===== src/rtl/hsf_pkg.sv =====
package hsf_pkg;

    localparam int NFLT  = 6;
    localparam int NLIVE = 5;
    localparam int REG_W = 8;
    localparam int SEL_W = 2;

    typedef enum logic [2:0] {
        F_OC  = 3'd0,
        F_OV  = 3'd1,
        F_UV  = 3'd2,
        F_PB  = 3'd3,
        F_FS  = 3'd4,
        F_BPC = 3'd5
    } flt_idx_e;

    typedef enum logic [SEL_W-1:0] {
        SEL_STAT = 2'd0,
        SEL_FLT  = 2'd1,
        SEL_AEN  = 2'd2,
        SEL_NONE = 2'd3
    } reg_sel_e;

    typedef struct packed {
        logic on_fall;
        logic ctl_fall;
        logic bp_fall;
        logic hw_level;
    } clr_src_t;

    typedef struct packed {
        logic             gpio;
        logic             bd_prst;
        logic [NLIVE-1:0] live;
        logic             fet_on;
    } status_t;

    // Bits that survive the clear sources active this cycle.
    function automatic logic [NFLT-1:0] keep_mask(clr_src_t c);
        logic [NFLT-1:0] m;
        if (c.on_fall || c.ctl_fall || c.hw_level) begin
            m = '0;
        end else if (c.bp_fall) begin
            m = '0;
            m[int'(F_BPC)] = 1'b1;
        end else begin
            m = '1;
        end
        return m;
    endfunction

endpackage


===== src/rtl/hsf_fall_det.sv =====
module hsf_fall_det #(
    parameter int W = 3
) (
    input  logic         clk,
    input  logic         rst,
    input  logic [W-1:0] lvl,
    output logic [W-1:0] fall
);
    logic [W-1:0] lvl_q;

    for (genvar i = 0; i < W; i++) begin : g_bit
        always_ff @(posedge clk) begin
            if (rst) lvl_q[i] <= 1'b0;
            else     lvl_q[i] <= lvl[i];
        end
        assign fall[i] = lvl_q[i] & ~lvl[i];
    end
endmodule


===== src/rtl/hsf_fault_log.sv =====
module hsf_fault_log
    import hsf_pkg::*;
#(
    parameter int N = NFLT
) (
    input  logic         clk,
    input  logic         rst,
    input  logic [N-1:0] evt,
    input  clr_src_t     clr,
    input  logic         wr_fault,
    input  logic [N-1:0] wr_mask,
    output logic [N-1:0] flt_q
);
    logic [N-1:0] keep;
    logic [N-1:0] wkeep;

    assign keep  = keep_mask(clr);
    assign wkeep = wr_fault ? wr_mask : '1;

    always_ff @(posedge clk) begin
        if (rst) flt_q <= '0;
        else     flt_q <= (flt_q & keep & wkeep) | evt;
    end


    evt_sets_chk: assert property (@(posedge clk) disable iff (rst)
        (|evt) |=> ((flt_q & $past(evt)) == $past(evt)));


    hw_clear_chk: assert property (@(posedge clk) disable iff (rst)
        (clr.hw_level && !(|evt)) |=> (flt_q == '0));


    bp_keep_chk: assert property (@(posedge clk) disable iff (rst)
        (clr.bp_fall && !clr.on_fall && !clr.ctl_fall && !clr.hw_level
         && !wr_fault && !(|evt))
        |=> (flt_q[N-2:0] == '0) && (flt_q[N-1] == $past(flt_q[N-1])));


    sticky_chk: assert property (@(posedge clk) disable iff (rst)
        (!(|evt) && (clr == '0) && !wr_fault) |=> $stable(flt_q));
endmodule


===== src/rtl/hsf_alert_ctl.sv =====
module hsf_alert_ctl
    import hsf_pkg::*;
#(
    parameter int N = NFLT
) (
    input  logic         clk,
    input  logic         rst,
    input  logic         en_wr,
    input  logic [N-1:0] en_data,
    input  logic [N-1:0] evt,
    input  logic         ara_read,
    output logic [N-1:0] en_q,
    output logic         pend_q
);
    logic new_hit;

    assign new_hit = |(evt & en_q);

    always_ff @(posedge clk) begin
        if (rst) begin
            en_q   <= '0;
            pend_q <= 1'b0;
        end else begin
            if (en_wr) en_q <= en_data;
            if (new_hit)       pend_q <= 1'b1;
            else if (ara_read) pend_q <= 1'b0;
        end
    end


    ara_release_chk: assert property (@(posedge clk) disable iff (rst)
        (pend_q && ara_read && !new_hit) |=> !pend_q);


    no_spurious_chk: assert property (@(posedge clk) disable iff (rst)
        (!pend_q && !new_hit) |=> !pend_q);


    hit_raise_chk: assert property (@(posedge clk) disable iff (rst)
        new_hit |=> pend_q);
endmodule


===== src/rtl/hsf_fault_top.sv =====
module hsf_fault_top
    import hsf_pkg::*;
(
    input  logic             clk,
    input  logic             rst,
    input  logic [NLIVE-1:0] live_flt_i,
    input  logic [NFLT-1:0]  evt_i,
    input  logic             fet_on_i,
    input  logic             bd_prst_i,
    input  logic             gpio_lvl_i,
    input  logic             on_pin_i,
    input  logic             fet_ctl_i,
    input  logic             uv_reset_i,
    input  logic             rail_rst_i,
    input  logic             wr_en_i,
    input  logic [SEL_W-1:0] wr_sel_i,
    input  logic [REG_W-1:0] wr_data_i,
    input  logic [SEL_W-1:0] rd_sel_i,
    output logic [REG_W-1:0] rd_data_o,
    input  logic             ara_read_i,
    output logic             alert_n_o,
    output logic             ara_resp_o
);
    logic [NFLT-1:0] evt_g;
    logic [2:0]      edge_lvl;
    logic [2:0]      edge_fall;
    clr_src_t        clr;
    logic [NFLT-1:0] flt_q;
    logic [NFLT-1:0] en_q;
    logic            pend_q;
    logic            wr_flt;
    logic            wr_aen;
    status_t         stat;
    logic            unused_hi;

    // Power-bad counts only while the pass switch is on.
    always_comb begin
        evt_g              = evt_i;
        evt_g[int'(F_PB)]  = evt_i[int'(F_PB)] & fet_on_i;
    end

    assign edge_lvl = {on_pin_i, fet_ctl_i, bd_prst_i};

    hsf_fall_det #(.W(3)) u_edges (
        .clk  (clk),
        .rst  (rst),
        .lvl  (edge_lvl),
        .fall (edge_fall)
    );

    assign clr.on_fall  = edge_fall[2];
    assign clr.ctl_fall = edge_fall[1];
    assign clr.bp_fall  = edge_fall[0];
    assign clr.hw_level = uv_reset_i | rail_rst_i;

    assign wr_flt    = wr_en_i && (reg_sel_e'(wr_sel_i) == SEL_FLT);
    assign wr_aen    = wr_en_i && (reg_sel_e'(wr_sel_i) == SEL_AEN);
    assign unused_hi = ^wr_data_i[REG_W-1:NFLT];

    hsf_fault_log #(.N(NFLT)) u_log (
        .clk      (clk),
        .rst      (rst),
        .evt      (evt_g),
        .clr      (clr),
        .wr_fault (wr_flt),
        .wr_mask  (wr_data_i[NFLT-1:0]),
        .flt_q    (flt_q)
    );

    hsf_alert_ctl #(.N(NFLT)) u_alert (
        .clk      (clk),
        .rst      (rst),
        .en_wr    (wr_aen),
        .en_data  (wr_data_i[NFLT-1:0]),
        .evt      (evt_g),
        .ara_read (ara_read_i),
        .en_q     (en_q),
        .pend_q   (pend_q)
    );

    assign stat.gpio    = gpio_lvl_i;
    assign stat.bd_prst = bd_prst_i;
    assign stat.live    = live_flt_i;
    assign stat.fet_on  = fet_on_i;

    always_comb begin
        case (reg_sel_e'(rd_sel_i))
            SEL_STAT: rd_data_o = stat;
            SEL_FLT:  rd_data_o = REG_W'(flt_q);
            SEL_AEN:  rd_data_o = REG_W'(en_q);
            default:  rd_data_o = '0;
        endcase
    end

    assign alert_n_o  = ~pend_q;
    assign ara_resp_o = pend_q;


    pb_gate_chk: assert property (@(posedge clk) disable iff (rst)
        (!fet_on_i && !flt_q[int'(F_PB)]) |=> !flt_q[int'(F_PB)]);


    reset_state_chk: assert property (@(posedge clk)
        rst |=> (flt_q == '0) && (en_q == '0) && alert_n_o && !ara_resp_o);


    alert_pair_chk: assert property (@(posedge clk) disable iff (rst)
        alert_n_o != ara_resp_o);
endmodule


===== config.mk =====
export PLATFORM = sky130hd
export DESIGN_NAME = hsf_fault_top
export DESIGN_NICKNAME = d
export VERILOG_FILES = /design/src/rtl/hsf_pkg.sv /design/src/rtl/hsf_fall_det.sv /design/src/rtl/hsf_fault_log.sv /design/src/rtl/hsf_alert_ctl.sv /design/src/rtl/hsf_fault_top.sv
export SDC_FILE = /design/constraint.sdc
export NUM_CORES = 1
export LEC_CHECK = 0
export BUFFER_PORTS_ARGS = -buffer_cell sky130_fd_sc_hd__buf_2
export CORE_MARGIN = 3
export CORE_UTILIZATION = 43
export CTS_BUF_LIST = sky130_fd_sc_hd__clkbuf_16
export CTS_CLUSTER_SIZE = 10
export DETAILED_ROUTE_END_ITERATION = 12
export PLACE_DENSITY = 0.77
export SKIP_LAST_GASP = 1
export SLEW_MARGIN = 20
export SYNTH_ARGS = -nofsm -noshare
export SYNTH_HDL_FRONTEND = slang
export SYNTH_SLANG_ARGS = --single-unit

===== constraint.sdc =====
create_clock -name clk -period 1.1 [get_ports clk]
set_clock_uncertainty 0.2 [all_clocks]
set_input_delay 0.165 -clock clk [delete_from_list [all_inputs] [get_ports clk]]
set_output_delay 0.165 -clock clk [all_outputs]
set_load 0.02 [all_outputs]

==> report_table.html <==
<table>
<tr><th>Metric</th><th>Value</th></tr>
<tr><th colspan="2">Cells and area</th></tr>
<tr><td>Ratio of cells with drive above 1 in the final layout</td><td>between 40% and 50%</td></tr>
<tr><td>Utilization after layout</td><td>77.8%</td></tr>
<tr><td>Commonest cells after routing, fill and taps aside</td><td>32 x sky130_fd_sc_hd__buf_2, 14 x sky130_fd_sc_hd__buf_4, 12 x sky130_fd_sc_hd__mux2i_1, 9 x sky130_fd_sc_hd__nor2b_1, 9 x sky130_fd_sc_hd__dfxtp_2</td></tr>
<tr><td>N_diodes</td><td>0</td></tr>
<tr><td>Synth-to-Final Area Change</td><td>66.7%</td></tr>
<tr><td>Leading cell type in the layout, fill and taps excluded</td><td>sky130_fd_sc_hd__buf_2</td></tr>
<tr><td>Fillers</td><td>between 100 and 150</td></tr>
<tr><td>Reg area</td><td>about 330 um^2</td></tr>
<tr><td>Post-layout nets</td><td>around 190</td></tr>
<tr><td>Total area of multi-input combinational cells</td><td>495 um^2</td></tr>
<tr><th colspan="2">STA</th></tr>
<tr><td>Transition at the pin with the smallest max-transition slack</td><td>approximately 0.3 ns</td></tr>
<tr><td>Final worst setup slack</td><td>-0.238 ns</td></tr>
<tr><td>Count of final hold-check violations</td><td>1</td></tr>
<tr><td>Setup TNS</td><td>-1.40 ns</td></tr>
<tr><td>Final cycle utilization of the critical path</td><td>122%</td></tr>
<tr><td>Number of endpoints failing setup at the final stage</td><td>8</td></tr>
<tr><td>Unrepaired setup endpoints after global routing</td><td>yes</td></tr>
<tr><td>Maximum achievable frequency</td><td>between 700 and 800 MHz</td></tr>
<tr><td>Number of max-slew violations in the final report</td><td>0</td></tr>
<tr><td>Worst hold-check slack</td><td>-0.000211 ns</td></tr>
<tr><td>Min cycle time layout</td><td>~1.3 ns</td></tr>
<tr><td>Tightest slew margin relative to the limit</td><td>approximately four fifths</td></tr>
<tr><th colspan="2">GRT</th></tr>
<tr><td>Initial antenna violation count</td><td>0</td></tr>
<tr><td>Total Routing Usage GR</td><td>22.3%</td></tr>
<tr><td>Pin count of the biggest net entering global routing</td><td>16</td></tr>
<tr><td>Aggregate global routing overflow</td><td>0</td></tr>
<tr><td>Number of global-route vias before repair</td><td>between 900 and 1,000</td></tr>
<tr><td>First-pass GRT wire length</td><td>~4200 um</td></tr>
<tr><th colspan="2">Synth</th></tr>
<tr><td>Top cell type by total area after synthesis</td><td>sky130_fd_sc_hd__dfxtp_1</td></tr>
<tr><td>Summed instance area of the synthesized netlist</td><td>823 um^2</td></tr>
<tr><td>Yosys warning count</td><td>0</td></tr>
<tr><td>Flip-flop and latch count after synthesis</td><td>16</td></tr>
<tr><td>Sequential element share of the synthesized area</td><td>between 30% and 40%</td></tr>
<tr><td>Post-Synthesis Mean Instance Area</td><td>slightly below 9 um^2</td></tr>
<tr><td>Cells after Synth</td><td>93</td></tr>
<tr><td>Net count after synthesis</td><td>roughly 130</td></tr>
<tr><td>Synth top area share</td><td>between 30% and 40%</td></tr>
<tr><td>Unique cell type count in the Yosys netlist</td><td>23</td></tr>
<tr><td>Synth top area cells</td><td>sky130_fd_sc_hd__dfxtp_1 39%, sky130_fd_sc_hd__mux2i_1 15%, sky130_fd_sc_hd__nor2b_1 6.8%</td></tr>
<tr><th colspan="2">Setup path</th></tr>
<tr><td>Critical path arrival</td><td>between 0.9 and 1 ns</td></tr>
<tr><td>Critical path startpoint category</td><td>flop</td></tr>
<tr><td>CP required</td><td>between 0.7 and 0.8 ns</td></tr>
<tr><td>Kind of capture point of the worst setup path</td><td>output port</td></tr>
<tr><td>Setup CP Type</td><td>flop to output port</td></tr>
<tr><td>Max FO, Critical Path</td><td>2</td></tr>
<tr><th colspan="2">Die</th></tr>
<tr><td>Cell Rows</td><td>15</td></tr>
<tr><td>Core region area</td><td>about 0.0018 mm^2</td></tr>
<tr><td>Die height</td><td>between 40 and 50 um</td></tr>
<tr><td>Die Outline Area</td><td>approximately 0.0025 mm^2</td></tr>
<tr><td>Width of the die</td><td>~50 um</td></tr>
<tr><td>Effective utilization at floorplan</td><td>approximately 47%</td></tr>
<tr><td>Top-level port count</td><td>44</td></tr>
<tr><th colspan="2">Detailed routing</th></tr>
<tr><td>Number of design rule violations left after detail routing</td><td>0</td></tr>
<tr><td>Detailed-route via count</td><td>941</td></tr>
<tr><td>Wire per inst</td><td>around 14 um</td></tr>
<tr><td>Drt via density</td><td>between 5 and 6</td></tr>
<tr><td>Initial drt markers</td><td>7</td></tr>
<tr><td>WL final</td><td>between 2000 and 3000 um</td></tr>
<tr><td>Routed Antenna Nets</td><td>0</td></tr>
<tr><td>First-pass iteration count of the detailed router</td><td>7</td></tr>
<tr><th colspan="2">Run status</th></tr>
<tr><td>Violations in the final reports</td><td>negative hold slack, negative setup slack</td></tr>
<tr><td>Outcome</td><td>finished with violations</td></tr>
<tr><th colspan="2">Pwr</th></tr>
<tr><td>Worst voltage drop across the vdd grid</td><td>about 0.0010 V</td></tr>
<tr><td>Power per standard cell area</td><td>between 1000 and 1500 mW/mm^2</td></tr>
<tr><td>Leak Pwr</td><td>0.670 nW</td></tr>
<tr><th colspan="2">Clock network</th></tr>
<tr><td>Reg clk slew, reported paths</td><td>0.05 ns</td></tr>
<tr><td>CTS HTree Levels</td><td>1</td></tr>
<tr><td>Clock tree root buffer cell</td><td>sky130_fd_sc_hd__clkbuf_16</td></tr>
<tr><td>Later-pin clock latency in the skew report</td><td>around 0.24 ns</td></tr>
<tr><td>Number of clock sinks</td><td>16</td></tr>
<tr><td>CTS max path bufs</td><td>2</td></tr>
<tr><td>TritonCTS clock tree</td><td>done</td></tr>
<tr><td>Number of buffers inserted during clock tree synthesis</td><td>3</td></tr>
<tr><th colspan="2">Worst hold path</th></tr>
<tr><td>Hold/Removal Path Class</td><td>input port to flop</td></tr>
<tr><th colspan="2">Placement</th></tr>
<tr><td>RD Place Congestion</td><td>just over 0.7</td></tr>
<tr><td>Hpwl dp</td><td>1610 um</td></tr>
<tr><td>Number of buffer cells added on primary ports</td><td>41</td></tr>
<tr><th colspan="2">Job</th></tr>
<tr><td>MaxCap Viol Count</td><td>0</td></tr>
</table>
cell type report:
class | instances | share of cell area (%)
flip-flops and latches | 16 | 24.2
multi-input cells | 67 | 36.1
repair buffers | 60 | 30.1
clock buffers | 3 | 5.47
well taps | 25 | 2.28
inverters | 7 | 1.91
cell usage after synthesis (all sizes together):
| library cell | count |
|---|---|
| nand2b | 2 |
| o21ai | 12 |
| nand3 | 1 |
| a22oi | 1 |
| o22ai | 6 |
| nand3b | 2 |
| nand2 | 7 |
| nor3b | 2 |
| buf | 3 |
| mux2i | 12 |
| nor2 | 7 |
| a2bb2oi | 1 |
| nor2b | 10 |
| o2111ai | 1 |
| a22o | 1 |
| dfxtp | 16 |
| a31oi | 2 |
| inv | 7 |
metal layers:
layer  vias to the layer above  track usage (%)  routed length (um)
met2                        37             41.2                1380
met3                         6             3.02                 109
li1                        445                -                   -
met5                         -                0                   0
met4                         0             11.1                  59
met1                       453             24.5                1020
power by group:
part	internal [mW]	switching, mW
registers	0.614	0.0156
logic	0.185	0.166
clock network	0.477	0.218
flip-flops by register name (all words and copies together) (netlist names):
| signal | count |
|---|---|
| u_alert.en_q | 6 |
| u_alert.pend_q | 1 |
| u_edges.lvl_q | 3 |
| u_log.flt_q | 6 |
metrics by stage:
| stage | cells | power, mW | hold WS (ns) | setup slack (ns) | instance area [um^2] |
|---|---|---|---|---|---|
| 2_1_floorplan | 93 | 0.788 | 0.0932 | -0.128 | 842 |
| 3_3_place_gp | 161 | 0.902 | 0.191 | -0.142 | 1090 |
| 3_5_place_dp | 161 | 0.909 | 0.198 | -0.180 | 1090 |
| 4_1_cts | 176 | 1.66 | 0.00250 | -0.244 | 1350 |
| 5_1_grt | 178 | 1.74 | 0.00400 | -0.274 | 1370 |
| 6_report | 178 | 1.67 | -0.000211 | -0.238 | 1370 |
critical path, stage by stage (launching register included):
cell	delay, ns
sky130_fd_sc_hd__dfxtp_2	0.32
sky130_fd_sc_hd__mux2i_1	0.18
sky130_fd_sc_hd__o21ai_2	0.10
sky130_fd_sc_hd__buf_6	0.13
kinds of logic after synthesis:
group,synth area share (%)
simple gates,22.2
compound gates,18.2
flops,38.9
mux,14.6
buf+inv,6.08
repair_timing:
item,4_1_cts,5_1_grt
pin swaps,3,15
gates resized for setup,22,6
endpoints found under the hold margin,11,0
hold buffers,11,0
setup endpoints to repair,15,20
buffers inserted,1,5
path summary, 6_finish.rpt:
check	startpoint	end	slack, ns	cells past startpoint
worst min register to register	u_alert.en_q[3]	u_alert.en_q[3]	0.33	2
worst max-delay path	u_alert.en_q[2]	rd_data_o[2]	-0.24	3
worst min-delay path	bd_prst_i	u_edges.lvl_q[0]	-0.0002	2
worst max register to register	u_alert.en_q[0]	u_alert.pend_q	-0.13	4
Note: power is estimated with default switching activity, not from simulation.
